--- src/rtl/rau_pkg.sv ---
package rau_pkg;
  localparam int BYTE_W = 8;
  localparam int SEL_W  = 4;
  localparam int IOS_W  = 3;
  localparam int OP_W   = 8;

  typedef enum logic [2:0] {
    UPD_NONE, UPD_INC, UPD_DEC, UPD_LO, UPD_HI
  } upd_e;

  typedef enum logic [2:0] {
    DSRC_KEEP, DSRC_MEM, DSRC_IO, DSRC_LO, DSRC_HI
  } dsrc_e;

  typedef struct packed {
    logic  use_x;
    upd_e  upd;
    dsrc_e dsrc;
    logic  rd;
    logic  wr;
    logic  wsrc_io;
    logic  io_en;
    logic  set_p;
    logic  set_x;
  } ctl_t;
endpackage

--- src/rtl/rau_decode.sv ---
module rau_decode
  import rau_pkg::*;
#(
  parameter int OPW = OP_W
) (
  input  logic           valid,
  input  logic [OPW-1:0] op,
  output ctl_t           ctl
);
  localparam int NW = OPW / 2;

  logic [NW-1:0] grp;
  logic [NW-1:0] n;

  assign grp = op[OPW-1:NW];
  assign n   = op[NW-1:0];

  always_comb begin
    ctl = '0;
    if (valid) begin
      unique case (grp)
        4'h0: if (n != '0) begin
          ctl.rd   = 1'b1;
          ctl.dsrc = DSRC_MEM;
        end
        4'h1: ctl.upd = UPD_INC;
        4'h2: ctl.upd = UPD_DEC;
        4'h4: begin
          ctl.rd   = 1'b1;
          ctl.dsrc = DSRC_MEM;
          ctl.upd  = UPD_INC;
        end
        4'h5: ctl.wr = 1'b1;
        4'h6: begin
          ctl.use_x = 1'b1;
          if (n == '0) begin
            ctl.upd = UPD_INC;
          end else if (n < 4'd8) begin
            ctl.rd    = 1'b1;
            ctl.io_en = 1'b1;
            ctl.upd   = UPD_INC;
          end else if (n != 4'd8) begin
            ctl.wr      = 1'b1;
            ctl.wsrc_io = 1'b1;
            ctl.io_en   = 1'b1;
            ctl.dsrc    = DSRC_IO;
          end
        end
        4'h7: begin
          if (n == 4'd2) begin
            ctl.use_x = 1'b1;
            ctl.rd    = 1'b1;
            ctl.dsrc  = DSRC_MEM;
            ctl.upd   = UPD_INC;
          end else if (n == 4'd3) begin
            ctl.use_x = 1'b1;
            ctl.wr    = 1'b1;
            ctl.upd   = UPD_DEC;
          end
        end
        4'h8: ctl.dsrc  = DSRC_LO;
        4'h9: ctl.dsrc  = DSRC_HI;
        4'hA: ctl.upd   = UPD_LO;
        4'hB: ctl.upd   = UPD_HI;
        4'hD: ctl.set_p = 1'b1;
        4'hE: ctl.set_x = 1'b1;
        4'hF: if (n == '0) begin
          ctl.use_x = 1'b1;
          ctl.rd    = 1'b1;
          ctl.dsrc  = DSRC_MEM;
        end
        default: ctl = '0;
      endcase
    end
  end
endmodule

--- src/rtl/rau_selectors.sv ---
module rau_selectors #(
  parameter int SW = 4
) (
  input  logic          clk,
  input  logic          rst_n,
  input  logic          set_p,
  input  logic          set_x,
  input  logic [SW-1:0] n,
  output logic [SW-1:0] p_q,
  output logic [SW-1:0] x_q
);
  logic [SW-1:0] p_d;
  logic [SW-1:0] x_d;

  always_comb begin
    p_d = p_q;
    x_d = x_q;
    if (set_p) p_d = n;
    if (set_x) x_d = n;
  end

  always_ff @(posedge clk or negedge rst_n) begin
    if (!rst_n) begin
      p_q <= '0;
      x_q <= '0;
    end else begin
      if (set_p) p_q <= p_d;
      if (set_x) x_q <= x_d;
    end
  end

  assert_p_hold_R7: assert property (@(posedge clk) disable iff (!rst_n)
    !set_p |=> $stable(p_q));
  assert_x_hold_R7: assert property (@(posedge clk) disable iff (!rst_n)
    !set_x |=> $stable(x_q));
endmodule

--- src/rtl/rau_regfile.sv ---
module rau_regfile
  import rau_pkg::*;
#(
  parameter int BW = BYTE_W,
  parameter int SW = SEL_W
) (
  input  logic          clk,
  input  logic          rst_n,
  input  logic [SW-1:0] idx,
  input  upd_e          upd,
  input  logic [BW-1:0] d,
  output logic [2*BW-1:0] rd_val
);
  localparam int RW = 2 * BW;
  localparam int NR = 1 << SW;

  logic [NR-1:0][RW-1:0] rf_all;

  for (genvar i = 0; i < NR; i++) begin : g_reg
    logic [RW-1:0] q;
    logic [RW-1:0] nxt;
    logic          en;

    assign en = (idx == SW'(i)) && (upd != UPD_NONE);

    always_comb begin
      nxt = q;
      unique case (upd)
        UPD_INC: nxt = q + RW'(1);
        UPD_DEC: nxt = q - RW'(1);
        UPD_LO:  nxt = {q[RW-1:BW], d};
        UPD_HI:  nxt = {d, q[BW-1:0]};
        default: nxt = q;
      endcase
    end

    always_ff @(posedge clk or negedge rst_n) begin
      if (!rst_n)  q <= '0;
      else if (en) q <= nxt;
    end

    assign rf_all[i] = q;
  end

  assign rd_val = rf_all[idx];

  assert_inc_wrap_R2: assert property (@(posedge clk) disable iff (!rst_n)
    (upd == UPD_INC && rd_val == '1) |=> (rf_all[$past(idx)] == '0));
  assert_dec_wrap_R2: assert property (@(posedge clk) disable iff (!rst_n)
    (upd == UPD_DEC && rd_val == '0) |=> (rf_all[$past(idx)] == '1));
endmodule

--- src/rtl/regaddr_unit.sv ---
module regaddr_unit
  import rau_pkg::*;
#(
  parameter int BW  = BYTE_W,
  parameter int SW  = SEL_W,
  parameter int IOW = IOS_W
) (
  input  logic            clk,
  input  logic            rst_n,
  input  logic            op_valid,
  input  logic [2*SW-1:0] op_code,
  input  logic [BW-1:0]   mem_rdata,
  input  logic [BW-1:0]   io_in,
  output logic [2*BW-1:0] mem_addr,
  output logic            mem_rd,
  output logic            mem_wr,
  output logic [BW-1:0]   mem_wdata,
  output logic [IOW-1:0]  io_sel,
  output logic [BW-1:0]   d_out,
  output logic [SW-1:0]   p_sel,
  output logic [SW-1:0]   x_sel,
  output logic            done
);
  localparam int RW = 2 * BW;

  logic [1:0]    rst_sync;
  logic          rst_i_n;
  ctl_t          ctl;
  logic [SW-1:0] n;
  logic [SW-1:0] idx;
  logic [RW-1:0] rsel;
  logic [BW-1:0] d_q;
  logic [BW-1:0] d_d;
  logic          done_q;

  always_ff @(posedge clk or negedge rst_n) begin
    if (!rst_n) rst_sync <= '0;
    else        rst_sync <= {rst_sync[0], 1'b1};
  end
  assign rst_i_n = rst_sync[1];

  assign n = op_code[SW-1:0];

  rau_decode #(.OPW(2*SW)) i_dec (
    .valid (op_valid),
    .op    (op_code),
    .ctl   (ctl)
  );

  rau_selectors #(.SW(SW)) i_sel (
    .clk   (clk),
    .rst_n (rst_i_n),
    .set_p (ctl.set_p),
    .set_x (ctl.set_x),
    .n     (n),
    .p_q   (p_sel),
    .x_q   (x_sel)
  );

  assign idx = ctl.use_x ? x_sel : n;

  rau_regfile #(.BW(BW), .SW(SW)) i_rf (
    .clk    (clk),
    .rst_n  (rst_i_n),
    .idx    (idx),
    .upd    (ctl.upd),
    .d      (d_q),
    .rd_val (rsel)
  );

  assign mem_addr  = rsel;
  assign mem_rd    = ctl.rd;
  assign mem_wr    = ctl.wr;
  assign mem_wdata = ctl.wsrc_io ? io_in : d_q;
  assign io_sel    = ctl.io_en ? n[IOW-1:0] : '0;

  always_comb begin
    unique case (ctl.dsrc)
      DSRC_MEM: d_d = mem_rdata;
      DSRC_IO:  d_d = io_in;
      DSRC_LO:  d_d = rsel[BW-1:0];
      DSRC_HI:  d_d = rsel[RW-1:BW];
      default:  d_d = d_q;
    endcase
  end

  always_ff @(posedge clk or negedge rst_i_n) begin
    if (!rst_i_n) begin
      d_q    <= '0;
      done_q <= 1'b0;
    end else begin
      done_q <= op_valid;
      if (ctl.dsrc != DSRC_KEEP) d_q <= d_d;
    end
  end

  assign d_out = d_q;
  assign done  = done_q;

  assert_rdwr_excl_R12: assert property (@(posedge clk) disable iff (!rst_i_n)
    !(mem_rd && mem_wr));
  assert_strobe_idle_R12: assert property (@(posedge clk) disable iff (!rst_i_n)
    !op_valid |-> (!mem_rd && !mem_wr && io_sel == '0));
  assert_iosel_access_R9: assert property (@(posedge clk) disable iff (!rst_i_n)
    (io_sel != '0) |-> (mem_rd || mem_wr));
  assert_d_hold_R13: assert property (@(posedge clk) disable iff (!rst_i_n)
    !op_valid |=> $stable(d_q));
endmodule

--- config.mk ---
export PLATFORM = sky130hd
export DESIGN_NAME = regaddr_unit
export DESIGN_NICKNAME = d
export VERILOG_FILES = /design/src/rtl/rau_pkg.sv /design/src/rtl/rau_decode.sv /design/src/rtl/rau_selectors.sv /design/src/rtl/rau_regfile.sv /design/src/rtl/regaddr_unit.sv
export SDC_FILE = /design/constraint.sdc
export NUM_CORES = 1
export LEC_CHECK = 0
export BUFFER_PORTS_ARGS = -buffer_cell sky130_fd_sc_hd__buf_2
export CORE_MARGIN = 2
export CORE_UTILIZATION = 60
export CTS_CLUSTER_DIAMETER = 50
export DETAILED_ROUTE_END_ITERATION = 10
export PLACE_DENSITY = 0.77
export SYNTH_ARGS = -nofsm -noshare
export SYNTH_HDL_FRONTEND = slang
export SYNTH_SLANG_ARGS = --single-unit
--- constraint.sdc ---
create_clock -name clk -period 11.8 [get_ports clk]
set_clock_uncertainty 0.2 [all_clocks]
set_input_delay 0.59 -clock clk [delete_from_list [all_inputs] [get_ports clk]]
set_output_delay 0.59 -clock clk [all_outputs]
set_load 0.005 [all_outputs]
==> results summary <==
The core region area is 39,900 µm². The flow ran to the end, and the final reports show no timing, DRC or antenna violations. The via total after detailed routing is 24.4k. The die is 205 µm wide. The number of hold-slack violations in the final timing report came out at 0.

The proportion of layout cells with a drive suffix above 1 is 7.74%. The area growth from synthesis to layout came out at 8.87%. The tree is rooted in a sky130_fd_sc_hd__clkbuf_16. The number of input and output port buffers inserted came out at 72.

The number of clock sinks came out at 275. Once detail routing completed, the nets flagged for antenna violations numbered 0. The largest net degree at the start of global routing is 132.

The mean post-synth cell area is 8.03 µm². The worst IR drop on VDD came out at 0.000166 V. Counting every net in the synthesized netlist gives 3,301. Grouping stages by cell kind, the critical path spends the most delay in simple AND/OR/NAND/NOR gates. For this run, the slowest stage of the critical path takes 1.12 ns.

The final worst-path cycle share came out at 52.3%. During I/O placement, the number of pins put on the boundary was 73. Among all stages on the critical path, the largest delay is contributed by sky130_fd_sc_hd__dfrtp_1. The area of the die is 42,200 µm². By area, the combinational part of the netlist is dominated by compound AO/OA/AOI/OAI gates. The wire length per cell after detailed routing is 22.3 µm. The fraction of registers with async set/reset is 100%. The worst setup path is launched from a register.

The critical path in this run is classified as reg -> out. TritonCTS built the clock tree. The via-per-instance ratio came out at 6.80.

The area fraction in compound gates after synthesis is 28.8%. After legalization and detailed placement, the total HPWL measured 55.4 mm. The total congestion overflow after global routing came out at 0. The initial antenna violation count is 2.

The synthesized-area fraction occupied by xor and xnor cells came out at 6.87%. The path class of the lowest-slack min-delay path is in -> async. The portion of the post-synthesis area used by sequential elements is 28.3%. Global routing used 38.1% of the available tracks across all layers.

Walking the worst path, the cells encountered are nor2b_1 > nand3_1 > o21ai_2 > a31o_2 > buf_4 > a222oi_1 > a21oi_1 > or4_1 > buf_2. The number of buffers created by CTS is 44. The initial core utilization is 61.0%. The pre-antenna-repair detailed-routing pass consisted of 8 iterations. The share of synthesized area spent on multiplexers came out at 2.07%. The source-to-sink clock delay at the later pin of the worst-skew pair is 0.58 ns.

The synthesized-area fraction occupied by and/or/nand/nor cells is 18.0%. The filler cells instantiated in the layout total 3,269. The net count of the finished layout is 3,296.

The initialized floorplan defines 73 standard-cell rows. The first global-routing pass estimated 127 mm of wire. The category of the worst setup path capture point is a primary output. The number of buffers and inverters on the critical path is 2.

The worst-margin pin slew is 1.23 ns. For this run, the leading register cell type out of synthesis is sky130_fd_sc_hd__dfrtp_1. Setup repair after global routing left no endpoint under its margin.

The violation count after the first detailed-routing iteration is 2,857. For the worst setup path, the data required time is 11.01 ns. The number of levels in the clock H-tree came out at 2. The largest buffer count on any clock path came out at 3. The total of flip-flops plus latches after synthesis came out at 275. The synthesized design spends more area on one cell type than any other, namely sky130_fd_sc_hd__dfrtp_1. The wire length after detailed routing came out at 79.9 mm. The highest attainable clock frequency is 162 MHz. The via count of the first global-routing pass was 22.9k. The number of flops mapped to enable cells by yosys is 0. The number of library cell types mapped by synthesis came out at 89. After detailed routing, the number of remaining DRC violations is 0. The final weighted congestion in routability-driven placement is 0.990. In this run the static leakage power is 12.2 nW. Setup total negative slack on the finished layout was measured at 0 ns. By area the synthesized netlist is led by sky130_fd_sc_hd__dfrtp_1, sky130_fd_sc_hd__ha_1, sky130_fd_sc_hd__a21oi_1, sky130_fd_sc_hd__xnor2_1, sky130_fd_sc_hd__nand2_1. At the worst endpoint, the arrival time is 5.39 ns. The warning count from the yosys run came out at 0. The tightest slew margin relative to the limit is 16.1%. The power after layout came out at 4.39 mW. Along the worst path, the maximum fanout reaches 54. 0 antenna diodes ended up in the layout.

The adder-cell share of the synthesized area is 12.8%. The area share of the leading cell type in the synthesized netlist is 28.3%. The floorplan die height is 205 µm. Clock-pin slew was measured on the worst setup and hold paths at 0.06 ns.

The post-synthesis instance total came out at 3,034. The power density relative to cell area is 166 nW/µm². The max-slew violation count came out at 0. The total setup violations reported at the end of the flow came out at 0.

The max-capacitance violation count is 0. The time the final worst path needs with I/O delays and setup came out at 6.18 ns. Summing every instance area after synthesis gives 24,400 µm².
repair_timing:
item | in CTS | in global routing
hold endpoints to repair | 2 | 0
hold buffers | 1 | 0
resized for setup | 0 | 0
buffers inserted | 0 | 0
worst register-to-register path: stages, from the launching register on:
cell,delay (ns)
sky130_fd_sc_hd__dfrtp_1,0.95
sky130_fd_sc_hd__nor2b_1,0.93
sky130_fd_sc_hd__nand3_1,0.23
sky130_fd_sc_hd__o21ai_2,0.45
sky130_fd_sc_hd__a31o_2,0.21
sky130_fd_sc_hd__buf_4,0.67
sky130_fd_sc_hd__nand3b_1,0.65
sky130_fd_sc_hd__or3_1,0.51
sky130_fd_sc_hd__o21ai_0,0.09
sky130_fd_sc_hd__mux2i_1,0.10
sky130_fd_sc_hd__o21ai_1,0.12
per-stage QoR:
stage | util (%) | worst slack, ns | instances | hold WS, ns | instance area (µm²)
after detailed placement | 62.6 | 5.21 | 3507 | 0.137 | 25000
after CTS | 66.4 | 5.79 | 3586 | 0.0934 | 26500
after floorplan | - | 1.04 | 3034 | 0.0944 | 24400
after global placement | 62.6 | 5.35 | 3507 | 0.142 | 25000
final | 66.4 | 5.62 | 3586 | 0.118 | 26500
after global routing | 66.4 | 5.20 | 3586 | 0.117 | 26500
synthesized netlist by cell type, types with 16 or more instances:
| master | count |
|---|---|
| sky130_fd_sc_hd__a211oi_1 | 28 |
| sky130_fd_sc_hd__a21o_1 | 60 |
| sky130_fd_sc_hd__a21oi_1 | 504 |
| sky130_fd_sc_hd__a221oi_1 | 16 |
| sky130_fd_sc_hd__a222oi_1 | 48 |
| sky130_fd_sc_hd__a22oi_1 | 17 |
| sky130_fd_sc_hd__a31oi_1 | 46 |
| sky130_fd_sc_hd__and2_1 | 24 |
| sky130_fd_sc_hd__and3_1 | 25 |
| sky130_fd_sc_hd__buf_2 | 22 |
| sky130_fd_sc_hd__clkbuf_1 | 110 |
| sky130_fd_sc_hd__dfrtp_1 | 275 |
| sky130_fd_sc_hd__fa_1 | 16 |
| sky130_fd_sc_hd__ha_1 | 224 |
| sky130_fd_sc_hd__inv_1 | 47 |
| sky130_fd_sc_hd__mux2_2 | 26 |
| sky130_fd_sc_hd__mux2i_1 | 17 |
| sky130_fd_sc_hd__nand2_1 | 301 |
| sky130_fd_sc_hd__nand2b_1 | 27 |
| sky130_fd_sc_hd__nand3_1 | 49 |
| sky130_fd_sc_hd__nor2_1 | 300 |
| sky130_fd_sc_hd__nor2b_1 | 36 |
| sky130_fd_sc_hd__nor3_1 | 64 |
| sky130_fd_sc_hd__o211ai_1 | 25 |
| sky130_fd_sc_hd__o21a_1 | 48 |
| sky130_fd_sc_hd__o21ai_0 | 201 |
| sky130_fd_sc_hd__o21ai_1 | 17 |
| sky130_fd_sc_hd__o31ai_1 | 18 |
| sky130_fd_sc_hd__or3_1 | 34 |
| sky130_fd_sc_hd__or4_1 | 22 |
| sky130_fd_sc_hd__xnor2_1 | 134 |
| sky130_fd_sc_hd__xor2_1 | 57 |
cell type report:
cell class / count / area, µm² / area share [%]
Sequential cell: 275 / 6890 / 26.0
Tap cell: 525 / 657 / 2.48
Clock inverter: 21 / 264 / 0.996
Clock buffer: 57 / 1250 / 4.72
Inverter: 47 / 184 / 0.694
Multi-Input combinational cell: 2569 / 16700 / 63.2
Timing Repair Buffer: 92 / 526 / 1.98
registers in the layout, summed over array words and instances (netlist names):
signal / cells
i_sel.p_q: 4
d_out: 8
i_rf.g.q: 256
i_sel.x_q: 4
done: 1
rst_sync: 2
path summary, 6_finish.rpt:
| path | from | to | slack (ns) | depth (start not counted) |
|---|---|---|---|---|
| max | i_sel.x_q[1]$_DFFE_PN0P_ | mem_addr[10] | 5.62 | 9 |
| min | rst_n | rst_sync[1]$_DFF_PN0_ | 0.12 | 2 |
| max reg2reg | i_sel.x_q[0]$_DFFE_PN0P_ | i_rf.g_reg[1].q[15]$_DFFE_PN0P_ | 6.61 | 10 |
| min reg2reg | rst_sync[0]$_DFF_PN0_ | rst_sync[1]$_DFF_PN0_ | 0.16 | 0 |
| max in group asynchronous | rst_sync[1]$_DFF_PN0_ | i_rf.g_reg[12].q[13]$_DFFE_PN0P_ | 9.52 | 1 |
| min in group clk | op_valid | done$_DFF_PN0_ | 0.12 | 1 |
per-layer routing:
| metal | vias up | track usage, % | share of wire (%) |
|---|---|---|---|
| li1 | 11300 | - | - |
| met5 | - | 0 | 0.048 |
| met2 | 1381 | 55.4 | 42 |
| met1 | 11500 | 53.4 | 42 |
| met3 | 261 | 9.61 | 12 |
| met4 | 6 | 16.6 | 4.4 |
cells by family (layout without fill, tap and decap cells):
group	Yosys count	in the layout
AO/OA/AOI/OAI	1143	1143
AND/OR/NAND/NOR	948	948
flip-flops	275	275
adder cells (fa/ha/maj)	240	240
XOR/XNOR	191	191
buffers and inverters	190	217
multiplexers	46	46
other	1	1
report_power, final:
group          leakage [nW]  internal [mW]  total [mW]  switching [mW]
combinational          7.95          0.703        1.56           0.858
sequential             3.48           1.16        1.46           0.306
clock                 0.729          0.856        1.37           0.510
layout by cell type, fill, tap and decap left out, types with 36 or more instances in the layout:
| cell type | netlist | final |
|---|---|---|
| sky130_fd_sc_hd__nor3_1 | 64 | 62 |
| sky130_fd_sc_hd__a21oi_1 | 504 | 504 |
| sky130_fd_sc_hd__a21o_1 | 60 | 60 |
| sky130_fd_sc_hd__buf_2 | 22 | 72 |
| sky130_fd_sc_hd__ha_1 | 224 | 224 |
| sky130_fd_sc_hd__a222oi_1 | 48 | 48 |
| sky130_fd_sc_hd__xor2_1 | 57 | 57 |
| sky130_fd_sc_hd__nor2b_1 | 36 | 36 |
| sky130_fd_sc_hd__nand2_1 | 301 | 301 |
| sky130_fd_sc_hd__dfrtp_1 | 275 | 274 |
| sky130_fd_sc_hd__xnor2_1 | 134 | 134 |
| sky130_fd_sc_hd__inv_1 | 47 | 46 |
| sky130_fd_sc_hd__nor2_1 | 300 | 300 |
| sky130_fd_sc_hd__nand3_1 | 49 | 48 |
| sky130_fd_sc_hd__o21ai_0 | 201 | 201 |
| sky130_fd_sc_hd__clkbuf_16 | 0 | 45 |
| sky130_fd_sc_hd__o21a_1 | 48 | 48 |
| sky130_fd_sc_hd__a31oi_1 | 46 | 46 |
(Power assumes the default switching activity.)
